<file path="src/rtl/pllPkg.sv">
package pllPkg;
  typedef struct packed {
    logic loadRatios;  // capture words and preset both counters
    logic countEn;     // counters advance
  } dpStrobes_t;

  typedef enum logic [1:0] {
    ST_IDLE  = 2'd0,
    ST_ARM   = 2'd1,
    ST_RUN   = 2'd2,
    ST_DRAIN = 2'd3
  } loopState_t;
endpackage

</file>
<file path="src/rtl/pllDivPath.sv">
module pllDivPath
  import pllPkg::*;
#(
  parameter int MAIN_BASE   = 2176,
  parameter int MAIN_BITS   = 7,
  parameter int REF_STEP    = 4,
  parameter int SEL_BITS    = 2,
  parameter int SYNC_STAGES = 2
) (
  input  logic                 rfClk,
  input  logic                 rstN,
  input  logic                 xtalClk,
  input  logic [MAIN_BITS-1:0] mainWord,
  input  logic [SEL_BITS-1:0]  refSel,
  input  dpStrobes_t           stb,
  output logic                 xtalEdge,
  output logic                 mainTick,
  output logic                 refTick
);
  localparam int MAIN_MAX   = MAIN_BASE + (1 << MAIN_BITS) - 1;
  localparam int MAIN_CNT_W = $clog2(MAIN_MAX + 1);
  localparam int REF_MAX    = REF_STEP * (1 << SEL_BITS);
  localparam int REF_CNT_W  = $clog2(REF_MAX + 1);

  // crystal synchronizer plus one delay stage for edge detection
  logic [SYNC_STAGES:0] xtalPipe;
  genvar g;
  generate
    for (g = 0; g <= SYNC_STAGES; g++) begin : g_sync
      if (g == 0) begin : g_first
        always_ff @(posedge rfClk) begin
          if (!rstN) xtalPipe[0] <= 1'b0;
          else       xtalPipe[0] <= xtalClk;
        end
      end else begin : g_next
        always_ff @(posedge rfClk) begin
          if (!rstN) xtalPipe[g] <= 1'b0;
          else       xtalPipe[g] <= xtalPipe[g-1];
        end
      end
    end
  endgenerate

  assign xtalEdge = xtalPipe[SYNC_STAGES-1] & ~xtalPipe[SYNC_STAGES];

  logic [MAIN_CNT_W-1:0] liveMain, mainRatioQ, mainCnt;
  logic [REF_CNT_W-1:0]  liveRef, refRatioQ, refCnt;

  assign liveMain = MAIN_CNT_W'(MAIN_BASE) + MAIN_CNT_W'(mainWord);
  assign liveRef  = REF_CNT_W'(REF_STEP) * (REF_CNT_W'(refSel) + REF_CNT_W'(1));

  assign mainTick = stb.countEn && (mainCnt == '0);
  assign refTick  = stb.countEn && xtalEdge && (refCnt == '0);

  always_ff @(posedge rfClk) begin
    if (!rstN) begin
      mainRatioQ <= MAIN_CNT_W'(MAIN_BASE);
      refRatioQ  <= REF_CNT_W'(REF_STEP);
      mainCnt    <= MAIN_CNT_W'(MAIN_BASE - 1);
      refCnt     <= REF_CNT_W'(REF_STEP - 1);
    end else if (stb.loadRatios) begin
      mainRatioQ <= liveMain;
      refRatioQ  <= liveRef;
      mainCnt    <= liveMain - MAIN_CNT_W'(1);
      refCnt     <= liveRef - REF_CNT_W'(1);
    end else if (stb.countEn) begin
      mainCnt <= mainTick ? mainRatioQ - MAIN_CNT_W'(1) : mainCnt - MAIN_CNT_W'(1);
      if (xtalEdge)
        refCnt <= refTick ? refRatioQ - REF_CNT_W'(1) : refCnt - REF_CNT_W'(1);
    end
  end
endmodule

</file>
<file path="src/rtl/pllLoopCtrl.sv">
module pllLoopCtrl
  import pllPkg::*;
(
  input  logic       rfClk,
  input  logic       rstN,
  input  logic       synthEn,
  input  logic       xtalEdge,
  input  logic       mainTick,
  input  logic       refTick,
  output dpStrobes_t stb,
  output logic       pumpUp,
  output logic       pumpDown
);
  loopState_t state, stateNext;
  logic allowStart, bothSeen, upNext, dnNext;

  always_comb begin
    stb.loadRatios = (state == ST_ARM) && synthEn && xtalEdge;
    stb.countEn    = (state == ST_RUN) || (state == ST_DRAIN);
    allowStart     = (state == ST_RUN);
  end

  always_comb begin
    stateNext = state;
    case (state)
      ST_IDLE:  if (synthEn) stateNext = ST_ARM;
      ST_ARM:   if (!synthEn) stateNext = ST_IDLE;
                else if (xtalEdge) stateNext = ST_RUN;
      ST_RUN:   if (!synthEn) stateNext = ST_DRAIN;
      ST_DRAIN: if (!pumpUp && !pumpDown) stateNext = ST_IDLE;
      default:  stateNext = ST_IDLE;
    endcase
  end

  // detector: an arriving edge either opens a pulse or cancels the opposite one
  always_comb begin
    bothSeen = (pumpUp | refTick) & (pumpDown | mainTick);
    upNext   = !bothSeen && (pumpUp   || (refTick  && allowStart));
    dnNext   = !bothSeen && (pumpDown || (mainTick && allowStart));
  end

  always_ff @(posedge rfClk) begin
    if (!rstN) begin
      state    <= ST_IDLE;
      pumpUp   <= 1'b0;
      pumpDown <= 1'b0;
    end else begin
      state    <= stateNext;
      pumpUp   <= upNext && stb.countEn;
      pumpDown <= dnNext && stb.countEn;
    end
  end
endmodule

</file>
<file path="src/rtl/pllSynthCore.sv">
module pllSynthCore
  import pllPkg::*;
#(
  parameter int MAIN_BASE   = 2176,
  parameter int MAIN_BITS   = 7,
  parameter int REF_STEP    = 4,
  parameter int SEL_BITS    = 2,
  parameter int SYNC_STAGES = 2
) (
  input  logic                 rfClk,
  input  logic                 rstN,
  input  logic                 xtalClk,
  input  logic [MAIN_BITS-1:0] mainWord,
  input  logic [SEL_BITS-1:0]  refSel,
  input  logic                 synthEn,
  output logic                 pumpUp,
  output logic                 pumpDown
);
  dpStrobes_t stb;
  logic xtalEdge, mainTick, refTick;

  pllDivPath #(
    .MAIN_BASE(MAIN_BASE), .MAIN_BITS(MAIN_BITS), .REF_STEP(REF_STEP),
    .SEL_BITS(SEL_BITS), .SYNC_STAGES(SYNC_STAGES)
  ) i_divPath (
    .rfClk(rfClk), .rstN(rstN), .xtalClk(xtalClk),
    .mainWord(mainWord), .refSel(refSel), .stb(stb),
    .xtalEdge(xtalEdge), .mainTick(mainTick), .refTick(refTick)
  );

  pllLoopCtrl i_loopCtrl (
    .rfClk(rfClk), .rstN(rstN), .synthEn(synthEn),
    .xtalEdge(xtalEdge), .mainTick(mainTick), .refTick(refTick),
    .stb(stb), .pumpUp(pumpUp), .pumpDown(pumpDown)
  );
endmodule

</file>
<file path="config.mk">
export PLATFORM = sky130hd
export DESIGN_NAME = pllSynthCore
export DESIGN_NICKNAME = d
export VERILOG_FILES = /design/src/rtl/pllPkg.sv /design/src/rtl/pllDivPath.sv /design/src/rtl/pllLoopCtrl.sv /design/src/rtl/pllSynthCore.sv
export SDC_FILE = /design/constraint.sdc
export NUM_CORES = 1
export LEC_CHECK = 0
export ABC_AREA = 1
export BUFFER_PORTS_ARGS = -buffer_cell sky130_fd_sc_hd__buf_2
export CAP_MARGIN = 20
export CORE_MARGIN = 2
export CORE_UTILIZATION = 59
export CTS_CLUSTER_DIAMETER = 150
export DETAILED_ROUTE_END_ITERATION = 7
export PLACE_DENSITY_LB_ADDON = 0.15
export SLEW_MARGIN = 20
export SYNTH_ARGS = -nofsm -noshare
export SYNTH_HDL_FRONTEND = slang
export SYNTH_SLANG_ARGS = --single-unit
</file>
<file path="constraint.sdc">
create_clock -name rfClk -period 2.7 [get_ports rfClk]
set_clock_uncertainty 0.1 [all_clocks]
set_input_delay 0 -clock rfClk [delete_from_list [all_inputs] [get_ports rfClk]]
set_output_delay 0 -clock rfClk [all_outputs]
set_load 0.005 [all_outputs]
</file>
==> impl_metrics.py <==
metrics = {
    "outcome": {
        "status": "complete, no violations",
    },
    "power": {
        "irDropWorstVdd_uv": 347.1,
        "p_int_mw": 0.6861,
        "switching_share": 0.2738,
        "leakage_nw": 1.133,
        "clkPwrFrac": 0.326,
        "power.total_mw": 0.9447,
        "switchingPower_mw": 0.2586,
        "seq_power_share": 0.553,
        "comb_power_share": 0.121,
        "power_density_mw_per_mm2": 392.9,
    },
    "grt": {
        "grt_usage": 0.2763,
        "grt_start_max_net_pins": 23,
        "grt_pass1_vias": 1899,
        "overflow": 0,
        "grt_pass1_wl_mm": 8.507,
        "antenna_found_initial": 0,
    },
    "yosys": {
        "yosys_warnings": 0,
        "yosys-top-cells-count": "nand2_1, inv_1, nor2_1",
        "syn_nets": 326,
        "muxShareOfSynthArea": 0,
        "ys_types": 36,
        "synth_area_leader_cell": "dfxtp_1",
        "synth_ff_type": "dfxtp_1",
        "synth_xor_xnor_area_share": 0.03001,
        "synth.most_common_cell": "nand2_1",
        "synth.ff_latch_count": 34,
        "synth-simple-area-share": 0.3374,
        "synth_compound_area_frac": 0.1702,
        "synthAdderAreaFrac": 0.03062,
        "syn_area_mm2": 0.002043,
        "synth_top_area_frac": 0.3331,
        "async_flop_share": 0,
        "synth_top_cells_by_area": "dfxtp_1, nand2_1, inv_1",
        "synth_top_family_by_area": "simple AND/OR/NAND/NOR gates",
        "syn_avg_cell_area_um2": 6.634,
        "yosysSeqAreaShare": 0.3331,
        "synth_cells": 308,
        "synth-edff-count": 0,
    },
    "place": {
        "dp_hpwl_mm": 3.410,
        "dp_slack_ps": 387.3,
        "port-buffer-count": 14,
        "postPlaceCellArea_mm2": 0.002161,
        "gp_congestion": 1.023,
    },
    "route": {
        "drtPass1Iterations": 5,
        "ant_nets": 0,
        "wl_per_cell_um": 12.53,
        "vias_per_cell": 5.272,
        "drt_iter0_markers": 187,
        "wl_mm": 4.885,
        "drcViolationCount": 0,
        "via_count": 2056,
    },
    "die": {
        "rows": 21,
        "coreArea_mm2": 0.003337,
        "start_util": 0.6123,
        "die_w_um": 62.85,
        "fp.dieH_um": 62.85,
        "io_pins": 15,
        "die-area_mm2": 0.003949,
    },
    "clocking": {
        "cts_tree": "yes",
        "numCtsBuffers": 5,
        "clock_path_buffers": 2,
        "htree_levels": 2,
        "cts.sinks": 34,
        "clkLatencyLatePin_ps": 360,
        "clk_pin_slew_ps": 110,
        "cts_root_buffer": "clkbuf_4",
    },
    "sta": {
        "fmax_ghz": 0.4158,
        "final.setup.worst_slack_ps": 294.9,
        "hold_viol": 0,
        "max_slew.worst_pin.slew_ps": 423.1,
        "slew_viol_final": 0,
        "rsz0062_at_grt": "no",
        "setup_violations": 0,
        "max-slew-margin-rel": 0.7176,
        "setup_tns_ps": 0,
        "fin_crit_sh": 0.8908,
        "period_minus_slack_ps": 2405,
    },
    "worst_setup_path": {
        "crit_path_max_fanout": 11,
        "slowest_delay_ps": 570,
        "cp_data_arrival_time_ps": 2560,
        "required_ps": 2850,
        "crit_path_end_kind": "register",
        "crit_chain": "inv_2, nor2_1, nand2_1, nor2_4, nand2_1, nand2_1, nand2_2, ha_1, nand3_1, inv_1, a21oi_1, o21ai_0, o211ai_1, nand2_1",
        "worst-setup-path-type": "reg -> reg",
        "regToRegSetupSlack_ps": 290,
        "crit_top_cell": "nand2_1",
        "crit_path_start_kind": "register",
        "crit_slowest_cell": "dfxtp_1",
    },
    "cells_and_area": {
        "drive_gt1_frac": 0.1424,
        "area_growth_pct": 17.70,
        "n_fill_cell": 289,
        "fin_nets": 361,
        "diodes": 0,
        "fin_util": 0.7207,
        "fin_area_mm2": 0.002405,
    },
    "hold_path": {
        "hp-class": "in -> reg",
    },
    "job": {
        "drv_cap": 0,
    },
}
per-stage QoR:
step / std cells / hold WS (ps)
6_report: 390 / 131.5
5_1_grt: 390 / 143.5
4_1_cts: 390 / 100.9
3_5_place_dp: 364 / 86.23
3_3_place_gp: 364 / 79.87
2_1_floorplan: 308 / -2.369
routing by layer:
layer	track usage	up-vias	share of wire
li1	-	1077	-
met1	0.3532	890	0.47
met2	0.4503	81	0.45
met3	0.05946	8	0.060
met4	0.1167	0	0.017
met5	0	-	0
repair_timing:
item                                   4_1_cts  5_1_grt
hold buffers                                18        0
gates resized for setup                      0        0
setup endpoints to repair                    0        0
buffers inserted                             0        0
endpoints found under the hold margin       24        0
registers in the layout, summed over array words and instances (netlist names), named ones only:
signal	count
i_divPath.xtalPipe	3
i_divPath.mainCnt	12
i_loopCtrl.pumpUp	1
i_divPath.refRatioQ	3
i_loopCtrl.pumpDown	1
i_loopCtrl.state	1
i_divPath.refCnt	5
i_divPath.mainRatioQ	7
power groups by stage:
stage	combinational, mW	sequential [mW]	clock, mW
final	0.114	0.522	0.308
after global routing	0.128	0.524	0.337
after CTS	0.111	0.522	0.316
after detailed placement	0.0951	0.534	0
after global placement	0.0941	0.533	0
after floorplan	0.0674	0.531	0
critical path, delay by kind of cell, from the launching register on:
family,cells,cell delay [ps]
compound gates,3,390
fa+ha+maj,1,200
buf+inv,2,220
flops,1,570
simple gates,8,820
placed cells by master (no fill, tap or decap), drive strengths merged, types with 6 or more instances in the layout:
cell type | netlist | routed
clkbuf | 5 | 6
dlygate4sd3 | 0 | 18
dfxtp | 34 | 34
nand3 | 21 | 21
inv | 42 | 42
o21ai | 27 | 27
xor2 | 6 | 6
nor2 | 46 | 46
nand2 | 68 | 68
buf | 3 | 18
a21oi | 29 | 29
area by class of cell:
type | count | area [um^2] | area share
multi-input combinational | 223 | 1161 | 0.4828
sequential | 34 | 680.7 | 0.2830
timing repair buffer | 36 | 280.3 | 0.1165
inverter | 43 | 161.4 | 0.06712
tap | 46 | 57.56 | 0.02393
clock buffer | 6 | 51.30 | 0.02133
clock inverter | 2 | 12.51 | 0.005203
cells by family after synthesis:
family                     count (synthesis)
adders and majority gates                  5
AOI/OAI and AO/OA                         64
and+or+nand+nor                          147
xor gates and xnor gates                   7
buffers and inverters                     51
DFF                                       34
final timing paths:
path,to,from,cells after the start
worst max register to register,i_divPath.mainCnt[4]$_SDFFE_PN1P_,register,14
worst min register to register,i_divPath.xtalPipe[1]$_SDFF_PN0_,i_divPath.xtalPipe[0]$_SDFF_PN0_,2
worst max-delay path,i_divPath.mainCnt[4]$_SDFFE_PN1P_,register,14
worst min-delay path,i_loopCtrl.state[0]$_SDFFE_PN0P_,synthEn,5
No activity file was read; power rests on OpenSTA's default activity.
